**config.mk**
```make
export PLATFORM = sky130hd
export DESIGN_NAME = vram_xfer_seq
export DESIGN_NICKNAME = d
export VERILOG_FILES = /design/src/rtl/vram_xfer_pkg.sv /design/src/rtl/vram_xfer_decode.sv /design/src/rtl/vram_xfer_walk.sv /design/src/rtl/vram_xfer_pack.sv /design/src/rtl/vram_xfer_seq.sv
export SDC_FILE = /design/constraint.sdc
export NUM_CORES = 1
export LEC_CHECK = 0
export BUFFER_PORTS_ARGS = -buffer_cell sky130_fd_sc_hd__buf_2
export CORE_MARGIN = 4
export CORE_UTILIZATION = 55
export CTS_BUF_LIST = sky130_fd_sc_hd__clkbuf_16
export CTS_CLUSTER_SIZE = 30
export DETAILED_ROUTE_END_ITERATION = 6
export GPL_TIMING_DRIVEN = 0
export PLACE_DENSITY = 0.81
export SLEW_MARGIN = 25
export SYNTH_ARGS = -nofsm -noshare
export SYNTH_HDL_FRONTEND = slang
export SYNTH_HIERARCHICAL = 1
export SYNTH_SLANG_ARGS = --single-unit
```
**constraint.sdc**
```tcl
create_clock -name clk -period 4.1 [get_ports clk]
set_clock_uncertainty 0.15 [all_clocks]
set_input_delay 0.205 -clock clk [delete_from_list [all_inputs] [get_ports clk]]
set_output_delay 0.205 -clock clk [all_outputs]
set_load 0.03 [all_outputs]
```
**src/rtl/vram_xfer_pkg.sv**
```systemverilog
// Shared types for the rectangle transfer sequencer.
// Assumes: one controller state machine uses the state type below.
package vram_xfer_pkg;

    typedef enum logic [2:0] {
        ST_IDLE,
        ST_W_WAIT,
        ST_W_LO,
        ST_W_HI,
        ST_R_LO,
        ST_R_HI,
        ST_R_CAP,
        ST_R_HOLD
    } xfer_state_t;

endpackage

```
**src/rtl/vram_xfer_decode.sv**
```systemverilog
// Setup decoder: turns the position and size words into a start corner and
// extents. Extents are stored minus one with wrap, so a zero field means the
// full dimension. Assumes the Y field starts at the middle of the word.
module vram_xfer_decode #(
    parameter int X_BITS = 10,
    parameter int Y_BITS = 9,
    parameter int WORD_W = 32
) (
    input  logic [WORD_W-1:0] pos_word,
    input  logic [WORD_W-1:0] size_word,
    output logic [X_BITS-1:0] x_start,
    output logic [Y_BITS-1:0] y_start,
    output logic [X_BITS:0]   width,
    output logic [Y_BITS:0]   height
);
    localparam int HALF = WORD_W / 2;

    logic [X_BITS-1:0] w_m1;
    logic [Y_BITS-1:0] h_m1;
    logic              unused_bits;

    // Field extraction and minus-one-with-wrap decoding of the extents.
    always_comb begin
        x_start = pos_word[X_BITS-1:0];
        y_start = pos_word[HALF+Y_BITS-1:HALF];
        w_m1    = size_word[X_BITS-1:0] - X_BITS'(1);
        h_m1    = size_word[HALF+Y_BITS-1:HALF] - Y_BITS'(1);
        width   = (X_BITS+1)'(w_m1) + (X_BITS+1)'(1);
        height  = (Y_BITS+1)'(h_m1) + (Y_BITS+1)'(1);
    end

    assign unused_bits = ^{pos_word[WORD_W-1:HALF+Y_BITS], pos_word[HALF-1:X_BITS],
                           size_word[WORD_W-1:HALF+Y_BITS], size_word[HALF-1:X_BITS]};

endmodule

```
**src/rtl/vram_xfer_walk.sv**
```systemverilog
// Rectangle walker: holds the start column, current row, column offset and
// remaining rows, and advances one pixel per step. The address is
// row*2^X_BITS + start column + offset, truncated to the memory size.
// Assumes load and step are never needed in the same cycle (load wins).
module vram_xfer_walk #(
    parameter int X_BITS = 10,
    parameter int Y_BITS = 9
) (
    input  logic                     clk,
    input  logic                     rst_n,
    input  logic                     load,
    input  logic                     step,
    input  logic [X_BITS-1:0]        x_start,
    input  logic [Y_BITS-1:0]        y_start,
    input  logic [X_BITS:0]          width,
    input  logic [Y_BITS:0]          height,
    output logic [X_BITS+Y_BITS-1:0] addr,
    output logic                     active,
    output logic                     last_pix
);
    localparam int ADDR_W = X_BITS + Y_BITS;

    logic [X_BITS-1:0] x_q;
    logic [Y_BITS-1:0] y_q;
    logic [X_BITS:0]   w_q;
    logic [Y_BITS:0]   h_q;
    logic [X_BITS-1:0] col_q;
    logic              row_end;

    // Position decode: end of row, end of rectangle, pixel address.
    always_comb begin
        row_end  = ({1'b0, col_q} == (w_q - (X_BITS+1)'(1)));
        active   = (h_q != '0);
        last_pix = active && row_end && (h_q == (Y_BITS+1)'(1));
        addr     = {y_q, {X_BITS{1'b0}}} + ADDR_W'(x_q) + ADDR_W'(col_q);
    end

    // Position state: load on start, advance column or row on each step.
    always_ff @(posedge clk) begin
        if (!rst_n) begin
            x_q   <= '0;
            y_q   <= '0;
            w_q   <= '0;
            h_q   <= '0;
            col_q <= '0;
        end else if (load) begin
            x_q   <= x_start;
            y_q   <= y_start;
            w_q   <= width;
            h_q   <= height;
            col_q <= '0;
        end else if (step && active) begin
            if (row_end) begin
                col_q <= '0;
                y_q   <= y_q + Y_BITS'(1);
                h_q   <= h_q - (Y_BITS+1)'(1);
            end else begin
                col_q <= col_q + X_BITS'(1);
            end
        end
    end

    AST_COL_IN_ROW: assert property (@(posedge clk) disable iff (!rst_n)
        active |-> ({1'b0, col_q} < w_q));

    AST_ROW_ADVANCE: assert property (@(posedge clk) disable iff (!rst_n)
        (step && active && row_end && !load) |=>
            (col_q == '0 && y_q == Y_BITS'($past(y_q) + Y_BITS'(1))));

    AST_LOAD_NONEMPTY: assert property (@(posedge clk) disable iff (!rst_n)
        load |=> (active && col_q == '0));

endmodule

```
**src/rtl/vram_xfer_pack.sv**
```systemverilog
// Pixel packer: splits a held stream word into its two pixels for writing,
// and assembles two fetched pixels into the read-data register.
// Assumes the lower half is always the earlier pixel.
module vram_xfer_pack #(
    parameter int PIX_W = 16
) (
    input  logic               clk,
    input  logic               rst_n,
    input  logic               load_word,
    input  logic [2*PIX_W-1:0] word_in,
    input  logic               sel_hi,
    output logic [PIX_W-1:0]   pix_out,
    input  logic               cap_lo,
    input  logic               fin_hi,
    input  logic               fin_lo_only,
    input  logic [PIX_W-1:0]   pix_in,
    output logic [2*PIX_W-1:0] rd_word
);
    logic [2*PIX_W-1:0] word_q;
    logic [PIX_W-1:0]   lo_q;

    // Write side: pick the half that goes out this cycle.
    assign pix_out = sel_hi ? word_q[2*PIX_W-1:PIX_W] : word_q[PIX_W-1:0];

    // Word holder, low-pixel holder and read-data register.
    always_ff @(posedge clk) begin
        if (!rst_n) begin
            word_q  <= '0;
            lo_q    <= '0;
            rd_word <= '0;
        end else begin
            if (load_word)   word_q  <= word_in;
            if (cap_lo)      lo_q    <= pix_in;
            if (fin_lo_only) rd_word <= {{PIX_W{1'b0}}, pix_in};
            else if (fin_hi) rd_word <= {pix_in, lo_q};
        end
    end

    AST_ODD_TAIL_ZERO: assert property (@(posedge clk) disable iff (!rst_n)
        fin_lo_only |=> (rd_word[2*PIX_W-1:PIX_W] == '0));

    AST_PAIR_ORDER: assert property (@(posedge clk) disable iff (!rst_n)
        (fin_hi && !fin_lo_only) |=> (rd_word[PIX_W-1:0] == $past(lo_q)));

endmodule

```
**src/rtl/vram_xfer_seq.sv**
```systemverilog
// Rectangle transfer sequencer top: decodes setup words, walks the rectangle
// and moves one pixel per memory cycle between the word stream and a
// frame memory with one cycle of read latency.
// Assumes a single-port memory; a new start abandons any transfer.
module vram_xfer_seq
    import vram_xfer_pkg::*;
#(
    parameter int X_BITS = 10,
    parameter int Y_BITS = 9,
    parameter int PIX_W  = 16
) (
    input  logic                     clk,
    input  logic                     rst_n,
    input  logic                     start,
    input  logic                     dir_read,
    input  logic [2*PIX_W-1:0]       pos_word,
    input  logic [2*PIX_W-1:0]       size_word,
    input  logic                     wr_valid,
    input  logic [2*PIX_W-1:0]       wr_data,
    output logic                     wr_ready,
    input  logic                     rd_pop,
    output logic                     rd_valid,
    output logic [2*PIX_W-1:0]       rd_data,
    output logic                     rd_busy,
    output logic                     done,
    output logic                     mem_en,
    output logic                     mem_we,
    output logic [X_BITS+Y_BITS-1:0] mem_addr,
    output logic [PIX_W-1:0]         mem_wdata,
    input  logic [PIX_W-1:0]         mem_rdata
);
    localparam int WORD_W = 2 * PIX_W;

    xfer_state_t       state;
    logic              lo_last_q;
    logic [X_BITS-1:0] x_start;
    logic [Y_BITS-1:0] y_start;
    logic [X_BITS:0]   width;
    logic [Y_BITS:0]   height;
    logic              walk_active;
    logic              walk_last;
    logic              step;
    logic              load_word;

    vram_xfer_decode #(.X_BITS(X_BITS), .Y_BITS(Y_BITS), .WORD_W(WORD_W)) u_decode (
        .pos_word (pos_word),
        .size_word(size_word),
        .x_start  (x_start),
        .y_start  (y_start),
        .width    (width),
        .height   (height)
    );

    vram_xfer_walk #(.X_BITS(X_BITS), .Y_BITS(Y_BITS)) u_walk (
        .clk     (clk),
        .rst_n   (rst_n),
        .load    (start),
        .step    (step),
        .x_start (x_start),
        .y_start (y_start),
        .width   (width),
        .height  (height),
        .addr    (mem_addr),
        .active  (walk_active),
        .last_pix(walk_last)
    );

    vram_xfer_pack #(.PIX_W(PIX_W)) u_pack (
        .clk        (clk),
        .rst_n      (rst_n),
        .load_word  (load_word),
        .word_in    (wr_data),
        .sel_hi     (state == ST_W_HI),
        .pix_out    (mem_wdata),
        .cap_lo     (state == ST_R_HI),
        .fin_hi     (state == ST_R_CAP),
        .fin_lo_only(state == ST_R_HI && lo_last_q),
        .pix_in     (mem_rdata),
        .rd_word    (rd_data)
    );

    // Memory strobes and stream handshakes decoded from the state.
    always_comb begin
        mem_we    = (state == ST_W_LO) || (state == ST_W_HI);
        mem_en    = mem_we || (state == ST_R_LO) || (state == ST_R_HI && !lo_last_q);
        step      = mem_en;
        wr_ready  = (state == ST_W_WAIT);
        rd_valid  = (state == ST_R_HOLD);
        load_word = wr_ready && wr_valid && !start;
    end

    // Transfer control: start, per-word write pairs, per-word read fetches.
    always_ff @(posedge clk) begin
        if (!rst_n) begin
            state     <= ST_IDLE;
            rd_busy   <= 1'b0;
            done      <= 1'b0;
            lo_last_q <= 1'b0;
        end else begin
            done <= 1'b0;
            if (start) begin
                state     <= dir_read ? ST_R_LO : ST_W_WAIT;
                rd_busy   <= dir_read;
                lo_last_q <= 1'b0;
            end else begin
                unique case (state)
                    ST_IDLE:   state <= ST_IDLE;
                    ST_W_WAIT: if (wr_valid) state <= ST_W_LO;
                    ST_W_LO: begin
                        state <= walk_last ? ST_IDLE : ST_W_HI;
                        done  <= walk_last;
                    end
                    ST_W_HI: begin
                        state <= walk_last ? ST_IDLE : ST_W_WAIT;
                        done  <= walk_last;
                    end
                    ST_R_LO: begin
                        lo_last_q <= walk_last;
                        state     <= ST_R_HI;
                    end
                    ST_R_HI:   state <= lo_last_q ? ST_R_HOLD : ST_R_CAP;
                    ST_R_CAP:  state <= ST_R_HOLD;
                    ST_R_HOLD: begin
                        if (rd_pop) begin
                            if (!walk_active) begin
                                state   <= ST_IDLE;
                                rd_busy <= 1'b0;
                                done    <= 1'b1;
                            end else begin
                                state <= ST_R_LO;
                            end
                        end
                    end
                    default:   state <= ST_IDLE;
                endcase
            end
        end
    end

    AST_MEM_ONLY_ACTIVE: assert property (@(posedge clk) disable iff (!rst_n)
        mem_en |-> walk_active);

    AST_DONE_SINGLE: assert property (@(posedge clk) disable iff (!rst_n)
        done |=> !done);

    AST_BUSY_FALL: assert property (@(posedge clk) disable iff (!rst_n)
        $fell(rd_busy) |-> (done || $past(start)));

    AST_RD_VALID_BUSY: assert property (@(posedge clk) disable iff (!rst_n)
        rd_valid |-> rd_busy);

    AST_WR_NOT_READ: assert property (@(posedge clk) disable iff (!rst_n)
        wr_ready |-> !rd_busy);

    AST_BUSY_AFTER_START: assert property (@(posedge clk) disable iff (!rst_n)
        (start && dir_read) |=> rd_busy);

endmodule

```
==> flow_summary.toml, run 1 <==
[power]
seqPwrFrac = 0.398
ir_drop_v = 0.000277
p_int_uw = 2580
sw_frac_of_total = 0.271
powerDensity_nw_per_um2 = 332
power.switching_uw = 957
power.leakage_uw = 0.00453
p_total_uw = 3530
pwr-share-comb = 0.159
clkPwrFrac = 0.443

[drt]
via_count = 7753
drt_pass1_iterations = 5
drt_iter0_drc = 453
ant_nets = 0
drcViolationCount = 0
viasPerCell = 5.78
drt_wl_total_um = 23900
post_drt_wl_per_cell_um = 17.9

[yosys]
yosys_warnings = 6
synth_most_common_cell = "dfxtp_1"
synthCells = 914
synthDistinctLibCells = 80
synth-edff-count = 0
synth_top_area_share = 0.323
syn_area_um2 = 8440
syn_avg_cell_area_um2 = 9.23
yosys-top-cells-count = "136 x dfxtp_1, 90 x mux2i_1, 85 x nor2b_1"
ys_seq_area_frac = 0.323
netlist_top_cells_area = "dfxtp_1 32%, mux2i_1 11%, nor2b_1 6.3%, xnor2_1 3.1%, xor2_1 3.0%"
async_reset_ff_frac = 0
ys_ff_latch = 136
synth_area_leader_cell = "dfxtp_1"
synthFlopType = "dfxtp_1"
syn-num-nets = 1052

[clock_network]
cts_root_buf = "clkbuf_16"
cts_tree = "done"
numCtsBuffers = 17
clk_pin_slew_ns = 0.06
clockBufferDepth = 2
htree_levels = 4
cts_resized = 0
clock_latency_ns = 0.42
cts_sinks = 136

[run_status]
status = "complete, no violations"

[layout]
areaGrowthSynthToFinish_pct = 26.3
finish.instance_area_um2 = 10700
antennaDiodeCount = 0
final_nets = 1279
drive_gt1_frac = 0.243

[sta]
setup_viol = 0
hold_viol = 0
rsz0062_at_grt = "false"
period_share = 0.866
tns_ns = 0
slew_viol_final = 0
period_minus_slack_ns = 3.55
worstMarginPinSlew_ns = 0.996
fmax_mhz = 282
whs_ns = 0.0299
relSlewSlack = 0.333

[flow_run]
max-cap-violations = 0

[floorplan]
core_um2 = 15100
dieArea_um2 = 17400
initial_core_util = 0.559
io_pins = 191
die_w_um = 132
rows = 45
fp.dieH_um = 132

[global_route]
grt_use_total = 0.266
grt_overflow = 0
grt_pass1_wl_um = 38400
grt_max_degree = 17
grt_pass1_vias = 7614
antenna_found_initial = 0

[worst_setup_path]
crit_arrival_ns = 3.20
critical_path.startpoint_type = "flop"
crit_type = "flop to output pin"
end_kind = "output pin"
cp_max_fo = 7
required_ns = 3.74

[placed_design]
gp_congestion = 0.912
hpwl_um = 15600
io_buffer_count = 140
dpl_cell_area_um2 = 9370

[worst_hold_path]
min_path_type = "input pin to flop"
## power groups by stage
| stage | Sequential [µW] | Clock [µW] | Combinational [µW] |
|---|---|---|---|
| finish | 1410 | 1570 | 560 |
| global route | 1410 | 1640 | 607 |
| CTS | 1400 | 1570 | 551 |
| detailed placement | 1430 | 0 | 497 |
| global placement | 1430 | 0 | 487 |
| floorplan | 1420 | 0 | 360 |
## through the flow
stage | worst slack (ns) | instances | utilization
after CTS | 0.529 | 1341 | 0.706
after global routing | 0.255 | 1341 | 0.706
final | 0.548 | 1341 | 0.706
after global placement | 0.709 | 1242 | 0.621
after detailed placement | 0.648 | 1242 | 0.621
after floorplan | 1.16 | 914 | -
## worst max-delay path, stage by stage, from the launching register on
cell and delay (ns):
dfxtp_1 0.40, ha_1 0.26, fa_1 0.41, a21o_1 0.17, a21oi_1 0.26, o211ai_1 0.18
a41oi_1 0.57, nand2b_1 0.20, xnor2_1 0.12, buf_2 0.22
## metal layers
metal | vias up | share of wire | track usage
met1 | 3676 | 0.41 | 0.321
li1 | 3701 | - | -
met4 | 0 | 0.021 | 0.0939
met2 | 331 | 0.50 | 0.470
met3 | 45 | 0.067 | 0.0542
met5 | - | 0 | 0
## kinds of logic (layout without fill, tap and decap cells)
logic type               count (synthesis)  count (layout)  synth area share
AND/OR/NAND/NOR                        339             339             0.234
AO/OA/AOI/OAI                          139             139             0.128
flip-flops                             136             136             0.323
multiplexers                           123             123             0.157
buffers and inverters                   98             337            0.0663
XOR/XNOR                                59              59            0.0613
adder cells (fa/ha/maj)                 20              20            0.0306
## registers in the layout, summed over array words and instances, names as in the netlist
name	count
done	1
u_pack/word_q	32
lo_last_q	1
state	3
u_pack/lo_q	16
u_walk/y_q	9
u_walk/w_q	11
u_pack/rd_word	32
u_walk/col_q	10
u_walk/h_q	10
u_walk/x_q	10
rd_busy	1
## area by class of cell
class                           instances  area (µm²)
Buffer                                 80         492
Inverter                               18        67.6
Clock buffer                           17         425
Multi-Input combinational cell        680        5150
Timing Repair Buffer                  208        1380
Tap cell                              188         235
Sequential cell                       136        2720
Clock inverter                         14         175
Fill cell                            1066        4440
## timing repair
action                                 CTS  global route
hold buffers                            68             0
endpoints found under the hold margin   90             0
setup buffers                            0             0
setup endpoints to repair                0             0
## final timing paths
check / startpoint / endpoint / slack (ns) / cells past startpoint
setup / recovery: u_walk/col_q[0] / mem_addr[12] / 0.55 / 9
hold / removal: start / state[0] / 0.03 / 3
setup reg to reg: u_walk/w_q[0] / state[0] / 0.56 / 12
hold reg to reg: u_pack/rd_word[18] / u_pack/rd_word[18] / 0.34 / 2
## cell usage in the layout, fill, tap and decap left out, types with 17 or more instances in the layout
master         netlist  routed
clkbuf_16            0      17
ha_1                19      19
xor2_1              29      29
dlygate4sd3_1        0      68
clkbuf_1            29      29
nand3_1             30      30
dfxtp_1            136     136
o21ai_0             27      27
buf_4               28      28
nor2b_1             85      85
nor2_1              60      60
nand2_1             32      32
inv_1               18      18
buf_2               13     153
xnor2_1             30      30
nor3_1              30      30
mux2_2              20      20
nand2b_1            23      23
mux2i_1             90      90
Power figures use the tool's default switching activity.
==> inputs of run 2 (changes only) <==
- CELL_PAD_IN_SITES_DETAIL_PLACEMENT: default -> 1
- CELL_PAD_IN_SITES_GLOBAL_PLACEMENT: default -> 2
- CORE_UTILIZATION: 55 -> 33
- PLACE_DENSITY: 0.81 -> default
- PLACE_DENSITY_LB_ADDON: default -> 0.1
==> flow_summary.toml, run 2 (synthesized netlist as in run 1, its figures left out) <==
[clock_network]
cts_tree = "done"
clockBufferDepth = 2
numCtsBuffers = 17
cts_sinks = 136
clk_pin_slew_ns = 0.07
post-cts-setup-buffers = 0
htree_levels = 4
cts_root_buf = "clkbuf_16"
clock_latency_ns = 0.43

[worst_hold_path]
min_path_type = "input pin to flop"

[worst_setup_path]
critical_path.startpoint_type = "flop"
startpoint = "u_walk/col_q[0]"
cpPeakStageDelay_ns = 0.62
crit_arrival_ns = 3.36
endpoint = "mem_addr[12]"
reg2regPathDepth = 12
end_kind = "output pin"
r2r_end = "state[0]"
cp_top_family = "compound AO/OA/AOI/OAI gates"
crit_type = "flop to output pin"
worst-path-buf-inv = 1
cp.depth = 9
cp_max_fo = 7
required_ns = 3.74
worstPathCellList = "ha_1 -> fa_1 -> a21o_1 -> a21oi_1 -> o211ai_1 -> a41oi_1 -> nand2b_1 -> xnor2_1 -> buf_2"
rrSetupSlack_ns = 0.61
critPathSlowestCell = "a41oi_1"
r2r-start = "u_walk/w_q[0]"

[layout]
final_cell_mix = "153 x buf_2, 136 x dfxtp_1, 90 x mux2i_1"
areaGrowthSynthToFinish_pct = 28.5
final_nets = 1281
fillCellCount = 2970
antennaDiodeCount = 0
drive_gt1_frac = 0.243
final_common_cell = "buf_2"
top_regs = "u_pack/rd_word (32), u_pack/word_q (32), u_pack/lo_q (16)"

[sta]
tns_ns = 0
slew_viol_final = 0
hold_viol = 0
layout_setup_ws_ns = 0.389
period_minus_slack_ns = 3.71
setup_viol = 0
relSlewSlack = 0.387
fmax_mhz = 269
period_share = 0.905
worstMarginPinSlew_ns = 0.913
rsz0062_at_grt = "false"

[power]
ir_drop_v = 0.000189
p_int_uw = 2480
clkPwrFrac = 0.443
sw_frac_of_total = 0.299
pwr-share-comb = 0.160
power.switching_uw = 1060
seqPwrFrac = 0.397
power.leakage_uw = 0.00453
powerDensity_nw_per_um2 = 326

[floorplan]
initial_core_util = 0.335
core_um2 = 25200
fp.dieH_um = 168
rows = 58
io_pins = 191
dieArea_um2 = 28200
die_w_um = 168

[placed_design]
gp_congestion = 0.765
hpwl_um = 18800
io_buffer_count = 140
pre_cts_slack_ns = 0.544

[global_route]
grt_use_total = 0.185
grt_overflow = 0
grt_pass1_vias = 7925
grt_max_degree = 17
grt_pass1_wl_um = 42800
antenna_found_initial = 1

[flow_run]
max-cap-violations = 0

[drt]
drt_pass1_iterations = 4
post_drt_wl_per_cell_um = 17.6
via_count = 7404
drt_wl_total_um = 26200
viasPerCell = 4.98
drt_iter0_drc = 266
drcViolationCount = 0
ant_nets = 0

[run_status]
status = "complete, no violations"
==> run 2: changes by cell type in the layout (fill, tap and decap cells not counted) <==
| cell | change |
|---|---|
| inv_8 | +2 |
| clkinvlp_4 | -1 |
| clkinv_1 | +1 |
| inv_6 | +4 |
| a31oi_2 | +1 |
| dlygate4sd3_1 | +2 |
| clkinv_4 | -2 |
| bufinv_16 | -2 |
| clkinv_8 | +1 |
| clkinv_2 | -2 |
| a31oi_1 | -1 |
==> run 2: repair_timing <==
item	CTS	global route
endpoints found under the hold margin	95	0
hold buffers	70	0
resized for setup	0	0
==> run 2: per-layer routing <==
metal / wire length, µm / part of all wire / track usage / vias to the layer above
li1: - / - / - / 3697
met1: 12800 / 0.49 / 0.250 / 3545
met2: 12300 / 0.47 / 0.314 / 147
met3: 841 / 0.032 / 0.0272 / 15
met4: 235 / 0.0090 / 0.0413 / 0
met5: 0 / 0 / 0 / -
==> run 2: through the flow <==
step / hold slack [ns] / power, µW / std cells / util / instance area, µm²
CTS: 0.00675 / 3590 / 1486 / 0.430 / 10800
floorplan: 0.181 / 1780 / 914 / - / 8440
detailed placement: 0.313 / 1950 / 1384 / 0.379 / 9550
global placement: 0.310 / 1950 / 1384 / 0.379 / 9550
global route: 0.0164 / 3700 / 1486 / 0.430 / 10800
finish: 0.0180 / 3540 / 1486 / 0.430 / 10800
==> run 2: cell type report <==
type,instances,area (µm²),share of cell area
clock inverters,15,158,0.0145
well taps,330,413,0.0381
clock buffers,17,425,0.0392
repair buffers,210,1400,0.129
multi-input cells,680,5160,0.476
plain buffers,80,492,0.0454
inverters,18,67.6,0.00623
flip-flops and latches,136,2720,0.251
==> run 2: power by group through the flow <==
stage | registers (µW) | logic (µW) | clock network [µW]
after CTS | 1410 | 570 | 1610
final | 1410 | 565 | 1570
after detailed placement | 1440 | 513 | 0
after global placement | 1440 | 510 | 0
after global routing | 1410 | 624 | 1660
after floorplan | 1420 | 360 | 0
==> run 2: worst min path at each step <==
stage,slack [ns],depth (start not counted),start,to
2_1_floorplan,0.18,2,rst_n,state[0]
3_3_place_gp,0.31,3,wr_data[26],u_pack/word_q[26]
3_5_place_dp,0.31,3,pos_word[18],u_walk/y_q[2]
4_1_cts,0.007,3,pos_word[17],u_walk/y_q[1]
5_1_grt,0.02,3,pos_word[17],u_walk/y_q[1]
6_report,0.02,3,pos_word[17],u_walk/y_q[1]
==> run 2: worst min-delay path: cells and delay by family <==
kind	cells	cell delay, ns
buffers and inverters	1	0.10
AO/OA/AOI/OAI	2	0.24
==> inputs of run 3 (changes only) <==
- PLACE_DENSITY_LB_ADDON: 0.1 -> 0.08
==> flow_summary.toml, run 3 (synthesized netlist as in run 1, its figures left out) <==
[run_status]
status = "complete, no violations"

[clock_network]
cts_tree = "done"
htree_levels = 4
clk_pin_slew_ns = 0.07
numCtsBuffers = 17
cts_sinks = 136
clockBufferDepth = 2
cts_root_buf = "clkbuf_16"
post-cts-setup-buffers = 0
holdBufCountCts = 72
cts_resized = 0
clock_latency_ns = 0.44

[drt]
drt_iter0_drc = 348
drcViolationCount = 0
drt_pass1_iterations = 6
drt_wl_total_um = 25600
post_drt_wl_per_cell_um = 17.2
viasPerCell = 4.96
via_count = 7376
ant_nets = 0

[layout]
drive_gt1_frac = 0.243
final_nets = 1283
final_cell_mix = "153 x buf_2, 136 x dfxtp_1, 90 x mux2i_1"
final_common_cell = "buf_2"
seqCellArea_um2 = 2720
fillCellCount = 2918
top_regs = "u_pack/rd_word (32), u_pack/word_q (32), u_pack/lo_q (16)"
fin_util = 0.432
finish.instance_area_um2 = 10900
antennaDiodeCount = 0
areaGrowthSynthToFinish_pct = 28.9
multiInputGateArea_um2 = 5150

[sta]
period_share = 0.855
worstMarginPinSlew_ns = 1.01
fmax_mhz = 285
setup_viol = 0
tns_ns = 0
relSlewSlack = 0.327
period_minus_slack_ns = 3.50
slew_viol_final = 0
hold_viol = 0
rsz0062_at_grt = "false"

[placed_design]
gp_congestion = 0.788
hpwl_um = 18700
dpl_cell_area_um2 = 9550
io_buffer_count = 140

[power]
ir_drop_v = 0.000201
power.switching_uw = 1090
clkPwrFrac = 0.442
seqPwrFrac = 0.398
powerDensity_nw_per_um2 = 325
pwr-share-comb = 0.160
p_int_uw = 2440
sw_frac_of_total = 0.309
power.leakage_uw = 0.00455

[worst_setup_path]
critical_path.startpoint_type = "flop"
reg2regPathDepth = 12
crit_type = "flop to output pin"
cp_max_fo = 7
required_ns = 3.74
end_kind = "output pin"
crit_arrival_ns = 3.15

[worst_hold_path]
min_path_type = "input pin to flop"
worstHoldPathCells = 3

[global_route]
grt_overflow = 0
grt_max_degree = 18
grt_pass1_wl_um = 41400
grt_use_total = 0.180
grt_pass1_vias = 7635
antenna_found_initial = 0

[flow_run]
max-cap-violations = 0

[floorplan]
die_w_um = 168
rows = 58
fp.dieH_um = 168
dieArea_um2 = 28200
io_pins = 191
core_um2 = 25200
initial_core_util = 0.335
[run 3: cell types whose count changed in the layout (fill, tap and decap cells not counted), sizes merged]
cell         before  now
inv              26   27
dlygate4sd3      70   72
clkinvlp          2    1
bufinv            1    0
clkinv            4    5
[run 3: power groups by stage]
stage	clock network, µW	registers (µW)	logic (µW)
5_1_grt	1670	1410	624
2_1_floorplan	0	1420	360
6_report	1560	1410	567
3_3_place_gp	0	1440	513
3_5_place_dp	0	1440	515
4_1_cts	1610	1410	572
[run 3: worst max-delay path, cell delays in order, from the launching register on]
cell and delay [ns]:
dfxtp_1 0.40, ha_1 0.24, fa_1 0.41, a21o_1 0.18, a21oi_1 0.28, o211ai_1 0.19, a41oi_1 0.49, nand2b_1 0.19
xnor2_1 0.12, buf_2 0.22
[run 3: layer usage]
metal | wire length (µm) | vias up | global-route usage
li1 | - | 3709 | -
met1 | 12500 | 3502 | 0.241
met2 | 12000 | 141 | 0.303
met3 | 805 | 24 | 0.0272
met4 | 306 | 0 | 0.0501
met5 | 0 | - | 0
[run 3: path summary, 6_finish.rpt]
check                                   startpoint            endpoint  slack (ns)
worst max-delay path               u_walk/col_q[0]        mem_addr[12]        0.60
worst min-delay path                 size_word[16]       u_walk/h_q[0]        0.03
worst max register to register       u_walk/w_q[0]            state[0]        0.61
worst min register to register  u_pack/rd_word[28]  u_pack/rd_word[28]        0.34
[run 3: cell type report]
cell class / instances / area share
clock buffers: 17 / 0.0391
inverters: 18 / 0.00622
repair buffers: 212 / 0.131
multi-input cells: 680 / 0.474
plain buffers: 80 / 0.0452
well taps: 330 / 0.0380
clock inverters: 15 / 0.0161
flip-flops and latches: 136 / 0.250
[run 3: metrics by stage]
stage / std cells / power [µW] / hold slack, ns / setup slack, ns
after floorplan: 914 / 1780 / 0.181 / 1.16
after global placement: 1384 / 1950 / 0.310 / 0.615
after detailed placement: 1384 / 1950 / 0.311 / 0.562
after CTS: 1488 / 3590 / 0.0132 / 0.493
after global routing: 1488 / 3710 / 0.0248 / 0.180
final: 1488 / 3540 / 0.0257 / 0.597
